[config.mk]
export PLATFORM = sky130hd
export DESIGN_NAME = rxflt_top
export DESIGN_NICKNAME = d
export VERILOG_FILES = /design/src/rtl/rxflt_pkg.sv /design/src/rtl/rxflt_sat_inc.sv /design/src/rtl/rxflt_decide.sv /design/src/rtl/rxflt_status_fmt.sv /design/src/rtl/rxflt_top.sv
export SDC_FILE = /design/constraint.sdc
export NUM_CORES = 1
export LEC_CHECK = 0
export BUFFER_PORTS_ARGS = -buffer_cell sky130_fd_sc_hd__buf_2
export CAP_MARGIN = 25
export CORE_UTILIZATION = 25
export CTS_CLUSTER_DIAMETER = 100
export DETAILED_ROUTE_END_ITERATION = 7
export PLACE_DENSITY = 0.46
export SETUP_SLACK_MARGIN = 0.3
export SYNTH_ARGS = -nofsm -noshare
export SYNTH_HDL_FRONTEND = slang
export SYNTH_SLANG_ARGS = --single-unit
[constraint.sdc]
create_clock -name clk -period 3.1 [get_ports clk]
set_input_delay 0.155 -clock clk [delete_from_list [all_inputs] [get_ports clk]]
set_output_delay 0.155 -clock clk [all_outputs]
set_load 0.05 [all_outputs]
[src/rtl/rxflt_pkg.sv]
package rxflt_pkg;
    typedef enum logic [1:0] {
        ST_IDLE   = 2'd0,
        ST_RECV   = 2'd1,
        ST_APPEND = 2'd2
    } rxflt_state_e;
endpackage

[src/rtl/rxflt_sat_inc.sv]
module rxflt_sat_inc #(
    parameter int W = 12
) (
    input  logic [W-1:0] val_i,
    output logic [W-1:0] val_o
);
    localparam logic [W-1:0] MAXV = {W{1'b1}};
    always_comb begin
        if (val_i == MAXV) val_o = MAXV;
        else               val_o = val_i + 1'b1;
    end
endmodule

[src/rtl/rxflt_decide.sv]
module rxflt_decide #(
    parameter int CNT_W     = 12,
    parameter int MIN_LEN   = 64,
    parameter int LL_THRESH = 12
) (
    input  logic             low_lat_i,
    input  logic [CNT_W-1:0] total_i,
    input  logic [CNT_W-1:0] stored_i,
    input  logic             coll_i,
    output logic             discard_o
);
    localparam logic [CNT_W-1:0] MIN_V = CNT_W'(MIN_LEN);
    localparam logic [CNT_W-1:0] LL_V  = CNT_W'(LL_THRESH);
    always_comb begin
        if (low_lat_i) discard_o = coll_i && (stored_i < LL_V);
        else           discard_o = (total_i < MIN_V) || (coll_i && (stored_i < MIN_V));
    end
endmodule

[src/rtl/rxflt_status_fmt.sv]
module rxflt_status_fmt #(
    parameter int CNT_W   = 12,
    parameter int IDX_W   = 2
) (
    input  logic [IDX_W-1:0] idx_i,
    input  logic [CNT_W-1:0] total_i,
    input  logic [CNT_W-1:0] stored_i,
    input  logic             coll_i,
    output logic [7:0]       byte_o
);
    logic [15:0] total_w, stored_w;
    always_comb begin
        total_w  = 16'(total_i);
        stored_w = 16'(stored_i);
        case (idx_i)
            2'd0:    byte_o = total_w[7:0];
            2'd1:    byte_o = {3'b000, coll_i, total_w[11:8]};
            2'd2:    byte_o = stored_w[7:0];
            default: byte_o = {4'b0000, stored_w[11:8]};
        endcase
    end
endmodule

[src/rtl/rxflt_top.sv]
module rxflt_top #(
    parameter int CNT_W     = 12,
    parameter int MIN_LEN   = 64,
    parameter int LL_THRESH = 12
) (
    input  logic             clk,
    input  logic             rst_n,
    input  logic             rx_active,
    input  logic             rx_valid,
    input  logic [7:0]       rx_byte,
    input  logic             rx_coll,
    input  logic             low_lat,
    output logic             fifo_wr_en,
    output logic [7:0]       fifo_wr_data,
    output logic             fifo_rewind,
    output logic [CNT_W-1:0] stat_count,
    output logic             stat_coll
);
    import rxflt_pkg::*;

    localparam int STAT_BYTES = 4;
    localparam int IDX_W      = $clog2(STAT_BYTES);
    localparam logic [IDX_W-1:0] IDX_LAST = IDX_W'(STAT_BYTES - 1);

    typedef struct packed {
        rxflt_state_e     st;
        logic [CNT_W-1:0] cnt;
        logic [CNT_W-1:0] wcnt;
        logic             coll;
        logic [IDX_W-1:0] idx;
        logic             wr_en;
        logic [7:0]       wr_data;
        logic             rewind;
        logic [CNT_W-1:0] stat_cnt;
        logic             stat_coll;
    } regs_t;

    regs_t q, d;

    logic             first_w;
    logic [CNT_W-1:0] cnt_base, wcnt_base, cnt_inc, wcnt_inc;
    logic             coll_now;
    logic             discard_w;
    logic [7:0]       stat_byte;

    always_comb begin
        first_w   = (q.st == ST_IDLE) && rx_active;
        cnt_base  = first_w ? '0 : q.cnt;
        wcnt_base = first_w ? '0 : q.wcnt;
        coll_now  = (first_w ? 1'b0 : q.coll) | rx_coll;
    end

    rxflt_sat_inc #(.W(CNT_W)) u_cnt_inc  (.val_i(cnt_base),  .val_o(cnt_inc));
    rxflt_sat_inc #(.W(CNT_W)) u_wcnt_inc (.val_i(wcnt_base), .val_o(wcnt_inc));

    rxflt_decide #(.CNT_W(CNT_W), .MIN_LEN(MIN_LEN), .LL_THRESH(LL_THRESH)) u_decide (
        .low_lat_i (low_lat),
        .total_i   (q.cnt),
        .stored_i  (q.wcnt),
        .coll_i    (q.coll),
        .discard_o (discard_w)
    );

    rxflt_status_fmt #(.CNT_W(CNT_W), .IDX_W(IDX_W)) u_fmt (
        .idx_i    (q.idx),
        .total_i  (q.cnt),
        .stored_i (q.wcnt),
        .coll_i   (q.coll),
        .byte_o   (stat_byte)
    );

    always_comb begin
        d         = q;
        d.wr_en   = 1'b0;
        d.wr_data = 8'h00;
        d.rewind  = 1'b0;
        case (q.st)
            ST_IDLE, ST_RECV: begin
                if (rx_active) begin
                    d.st   = ST_RECV;
                    d.cnt  = cnt_base;
                    d.wcnt = wcnt_base;
                    d.coll = coll_now;
                    if (rx_valid) begin
                        d.cnt = cnt_inc;
                        if (!coll_now) begin
                            d.wr_en   = 1'b1;
                            d.wr_data = rx_byte;
                            d.wcnt    = wcnt_inc;
                        end
                    end
                end else if (q.st == ST_RECV) begin
                    if (discard_w) begin
                        d.rewind = 1'b1;
                        d.st     = ST_IDLE;
                    end else begin
                        d.st        = ST_APPEND;
                        d.idx       = '0;
                        d.stat_cnt  = q.cnt;
                        d.stat_coll = q.coll;
                    end
                end
            end
            ST_APPEND: begin
                d.wr_en   = 1'b1;
                d.wr_data = stat_byte;
                d.idx     = q.idx + 1'b1;
                if (q.idx == IDX_LAST) d.st = ST_IDLE;
            end
            default: d.st = ST_IDLE;
        endcase
    end

    always_ff @(posedge clk) begin
        if (!rst_n) begin
            q <= '{st: ST_IDLE, default: '0};
        end else begin
            q <= d;
        end
    end

    assign fifo_wr_en   = q.wr_en;
    assign fifo_wr_data = q.wr_data;
    assign fifo_rewind  = q.rewind;
    assign stat_count   = q.stat_cnt;
    assign stat_coll    = q.stat_coll;

    logic             in_recv, in_append, coll_seen;
    logic [CNT_W-1:0] total_q;
    assign in_recv   = (q.st == ST_RECV);
    assign in_append = (q.st == ST_APPEND);
    assign coll_seen = q.coll;
    assign total_q   = q.cnt;


    wr_rewind_excl_chk: assert property (@(posedge clk) disable iff (!rst_n)
        !(fifo_wr_en && fifo_rewind));


    rewind_single_chk: assert property (@(posedge clk) disable iff (!rst_n)
        fifo_rewind |=> !fifo_rewind);


    coll_blocks_write_chk: assert property (@(posedge clk) disable iff (!rst_n)
        (in_recv && coll_seen) |=> !fifo_wr_en);


    append_writes_chk: assert property (@(posedge clk) disable iff (!rst_n)
        in_append |=> fifo_wr_en);


    stat_hold_chk: assert property (@(posedge clk) disable iff (!rst_n)
        (in_recv && rx_active) |=> $stable(stat_count) && $stable(stat_coll));


    normal_discard_len_chk: assert property (@(posedge clk) disable iff (!rst_n)
        (in_recv && !rx_active && !low_lat && (total_q < CNT_W'(MIN_LEN))) |=> fifo_rewind);
endmodule

## Word-level counts from Yosys, hierarchy flattened

Cells that the tools add are included.

| operators by class | value |
|---|---|
| $add $sub $neg | 3 |
| order comparisons | 3 |
| equal/unequal tests | 12 |
| muxes and demuxes | 22 |
| bitwise logic cells | 6 |
| reductions and logical operators | 13 |

Operators with widths:

| cell | count |
|---|---|
| $mux 12 | 5 |
| $mux 9 | 3 |
| $add 12x1->12 const B | 2 |
| $eq 12x12->1 const B | 2 |
| $lt 12x7->1 const B | 2 |
| $mux 24 | 1 |
| $pmux 8 s3 | 1 |
| $pmux 11 s2 | 1 |
| $mux 2 | 7 |
| $lt 12x4->1 const B | 1 |
| $reduce_and 4->1 | 2 |
| $eq 2x2->1 const B | 3 |
| $ne 2x2->1 const B | 3 |
| $not 1->1 | 5 |
| $eq 2x1->1 const B | 2 |
| $logic_not 2->1 | 2 |
| $pmux 2 s2 | 1 |
| $reduce_and 2->1 | 2 |
| $reduce_or 4->1 | 1 |
| $logic_and 1x1->1 | 3 |
| $mux 1 | 3 |
| $ne 3x3->1 const B | 1 |
| $add 2x1->2 const B | 1 |
| $ne 2x1->1 const B | 1 |
| 4 further kinds | 4 |

| word-level totals | value |
|---|---|
| bits in registers | 52 |
| input bits | 14 |

## Longest topological paths before layout

| logic depth | value |
|---|---|
| depth in word-level cells | 8 |
| gate-level depth with buffers | 12 |

## By module

A second synthesis with hierarchy kept.

| unflattened totals | value |
|---|---|
| cells, all modules | 366 |
| area total of the unflattened synthesis | 3214.3 µm² |

Modules (own cells, without submodules):

| module | instances | cells each | area an instance (µm²) |
|---|---|---|---|
| rxflt_top | 1 | 245 | 2312.2 |
| rxflt_sat_inc | 2 | 50 | 339.1 |
| rxflt_status_fmt | 1 | 15 | 170.2 |
| rxflt_decide | 1 | 6 | 53.8 |

## Worst setup path after synthesis

OpenSTA, ideal clock, no wires.

| timing path | value |
|---|---|
| path kind | register to register |
| from | register q[50] (netlist name) |
| to | register q[36] (netlist name) |
| data arrival time | 2.385 ns |
| data required time | 2.969 ns |
| path slack | 0.584 ns |
| stages on the path, launching flop included | 13 |
| period minus slack after synthesis | 2.516 ns |
| path through | dfxtp_1 > inv_1 > ha_1 > buf_6 > nand2_1 > clkbuf_1 > and2_1 > ha_1 > and3_1 > and4_4 > nand4_1 > o311ai_0 > a21oi_1 |

| between the ends | value |
|---|---|
| cells in the longest elaborated chain, start to end | 7 |
| elaborated cells between the ends (all ways) | 13 |

Ends and longest elaborated chain:

| element | RTL line | source |
|---|---|---|
| from (decl) | rxflt_top.sv:38 | `regs_t q, d;` |
| from (signal assigned) | rxflt_top.sv:116 | `q <= '{st: ST_IDLE, default: '0};` |
| from (signal assigned) | rxflt_top.sv:118 | `q <= d;` |
| $logic_not 2->1 | rxflt_top.sv:47, rxflt_top.sv:77 |  |
| $logic_and 1x1->1 | rxflt_top.sv:47 | `first_w = (q.st == ST_IDLE) && rx_active;` |
| $mux 12 | rxflt_top.sv:49 | `wcnt_base = first_w ? '0 : q.wcnt;` |
| $add 12x1->12 or $eq 12x12->1 (tied branches) | rxflt_sat_inc.sv:10, rxflt_sat_inc.sv:9 |  |
| $mux 12 | rxflt_sat_inc.sv:9 | `if (val_i == MAXV) val_o = MAXV;` |
| $mux 12 | rxflt_top.sv:86 | `if (!coll_now) begin` |
| $mux 24 | rxflt_top.sv:84 | `if (rx_valid) begin` |

Several ways; a longest one is shown, not always the timed one.
A chain may end at the register's enable or synchronous reset.

## Worst setup path in the final report

| timing path | value |
|---|---|
| from | register q[51] (netlist name) |
| to | register q[28] (netlist name) |

The elaborated chain is that of the path after synthesis.

==> summary.md <==
| Metric | Value |
|---|---|
| Htree depth | `2` |
| Peak supply drop | `between 200 and 250 uV` |
| Outcome | `finished clean` |
| Req. time, crit path | `around 3.3 ns` |
| Cells after Synth | `about 390` |
| Fin. Hold Viols | `0` |
| Total Neg Setup Slack | `0 ns` |
| Vias/cell | `4.92` |
| Crit. End Element | `register` |
| Worst-Skew Late Latency | `0.29 ns` |
| Fin cells | `approximately 560` |
| Register area | `between 1000 and 1500 um^2` |
| Period utilisation layout | `0.814` |
| Drt total wl | `around 8300 um` |
| EDFF count, synth | `0` |
| Multi-input gate area | `~1700 um^2` |
| Leak | `1.27 nW` |
| Pwr dens | `450 nW/um^2` |
| # IOs | `37` |
| Fill cell count | `~1300` |
| Max Transition Viols Final | `0` |
| Initial Utilization | `0.257` |
| Sequential fraction of the synthesis area | `0.335` |
| Fmax | `396 MHz` |
| Mapped Area | `approximately 3100 um^2` |
| Final Critical Period | `around 2.5 ns` |
| Top post-synthesis cells by area | `dfxtp_1 (34%), nand2_1 (6.9%), buf_4 (5.3%), a21oi_1 (4.8%), mux2i_1 (4.8%)` |
| Syn_nets | `~400` |
| Yosys warning count | `0` |
| RSZ-0062 raised after global routing | `no` |
| Vias in the first global route | `approximately 2600` |
| Crit path DAT | `between 2 and 3 ns` |
| Commonest non-fill, non-tap cell in the layout | `nand2_1` |
| Layout area overhead | `11.4%` |
| Average size of a mapped cell | `about 8 um^2` |
| Clock root cell | `clkbuf_16` |
| GRT Total Usage | `0.135` |
| Core footprint | `between 10000 and 15000 um^2` |
| Site Rows | `40` |
| Total grt overflow | `0` |
| DRT antenna net count | `0` |
| Final #Nets | `between 400 and 500` |
| Initial antenna violation count | `1` |
| WL per Instance | `approximately 15 um` |
| Critical path class | `reg -> reg` |
| IO buf count | `36` |
| Initial drt markers | `~220` |
| DPL Wire Length | `6100 um` |
| Top FF cell, synth | `dfxtp_1` |
| Max Root-Sink Buffers | `2` |
| Largest net degree at the start of global routing | `35` |
| DR vias | `approximately 2800` |
| First-pass GRT wire length | `around 14000 um` |
| Clk slew on worst S/H paths | `~0.070 ns` |
| Crit path max fanout | `8` |
| Number of synthesized register bits | `52` |
| Top-area cell type share of the netlist area | `0.335` |
| Least-Margin Pin Slew | `~0.63 ns` |
| CTS hold repair buffers | `0` |
| First-pass iteration count of the detailed router | `4` |
| Worst min path class | `in -> reg` |
| Fraction of layout cells with a size suffix above 1 | `0.178` |
| Clock Sinks | `between 50 and 60` |
| CTS Buf Count | `5` |
| Async SR Flop Fraction | `0` |
| Yosys top cell by area | `dfxtp_1` |
| Clock Skew | `just under 0.006 ns` |
| DRC | `0` |
| Final Setup Violations | `0` |
| Most frequent cells in the layout | `nand2_1 (56), dfxtp_1 (51), buf_2 (36), a21oi_1 (30), nor2_1 (23)` |
| Startpoint Class | `register` |
| DIE HEIGHT | `113 um` |
| Die area | `approximately 13000 um^2` |
| GPL Wtd Cong | `0.849` |
| Worst slew margin relative to its limit | `0.578` |
| Total of max-cap violations | `0` |
| Post-placement cell count | `551` |
| Die width | `~110 um` |
| Synth cell types | `62` |
| CTS tree | `yes` |
sequential cells by signal, summed over array words and instances (netlist names):
name and flops:
coll_seen 1, fifo_rewind 1, fifo_wr_data 8, fifo_wr_en 1, q 16, stat_coll 1
stat_count 12, total_q 12
repair_timing:
action / in CTS / in global routing
resized for setup: 0 / 4
buffers inserted: 0 / 2
endpoints found under the setup margin: 0 / 12
power breakdown:
group	switching [mW]	internal [mW]
logic	0.122	0.0635
registers	0.0138	0.679
clock network	0.250	0.426
total	0.386	1.17
synth_stat cells, drive strengths merged (6+ instances only):
master	n
a21oi	31
a22oi	9
a31oi	7
and2	7
and3	6
buf	27
clkbuf	19
dfxtp	52
ha	11
inv	10
mux2i	15
nand2	57
nand3	15
nor2	23
nor3	9
nor4	7
o21ai	22
routing by layer:
metal	vias to the layer above	global-route usage	routed length, um
li1	1383	-	-
met1	1326	0.172	4000
met2	46	0.220	3950
met3	10	0.0287	251
met4	0	0.0553	143
met5	-	0	0
final timing paths:
kind	slack (ns)	depth (start not counted)	startpoint	to
setup / recovery	0.58	10	q[51]$_SDFFE_PN0P_	q[28]$_SDFFE_PN0P_
hold / removal	0.08	3	rx_byte[5]	fifo_wr_data[5]$_SDFF_PN0_
setup reg to reg	0.58	10	q[51]$_SDFFE_PN0P_	q[28]$_SDFFE_PN0P_
hold reg to reg	0.45	2	stat_count[8]$_SDFFE_PN0P_	stat_count[8]$_SDFFE_PN0P_
critical path, stage by stage, from the launching register on:
cell,delay (ns)
dfxtp_1,0.33
inv_1,0.16
ha_2,0.30
nand2_2,0.14
and2_1,0.21
ha_1,0.23
and3_1,0.24
and4_4,0.22
a21oi_1,0.29
o21ai_0,0.13
nor3b_1,0.15
through the flow:
step            util  power [mW]  area [um^2]  setup slack, ns  hold slack [ns]
2_1_floorplan      -       0.846         3100            0.584            0.294
6_report       0.287        1.55         3460            0.576           0.0847
3_5_place_dp   0.269       0.892         3250            0.378            0.397
3_3_place_gp   0.269       0.892         3250            0.490            0.392
4_1_cts        0.285        1.58         3430            0.378           0.0862
5_1_grt        0.286        1.62         3450            0.355            0.120
cells by family (layout without fill, tap and decap cells):
logic type                 count (synthesis)  in the layout  share of synthesized area
AOI/OAI and AO/OA                        100            100                      0.209
DFF                                       52             52                      0.335
other                                      0              1                          0
and+or+nand+nor                          152            152                      0.255
adders and majority gates                 11             11                     0.0443
muxes                                     15             15                     0.0484
buffers and inverters                     57             63                      0.108
cell type report:
cell class | count | share of cell area
Multi-Input combinational cell | 278 | 0.502
Tap cell | 168 | 0.0608
Inverter | 10 | 0.0109
Sequential cell | 52 | 0.301
Clock inverter | 1 | 0.00869
Antenna cell | 1 | 0.000724
Timing Repair Buffer | 45 | 0.0717
Clock buffer | 7 | 0.0442
Power figures use the tool's default switching activity.
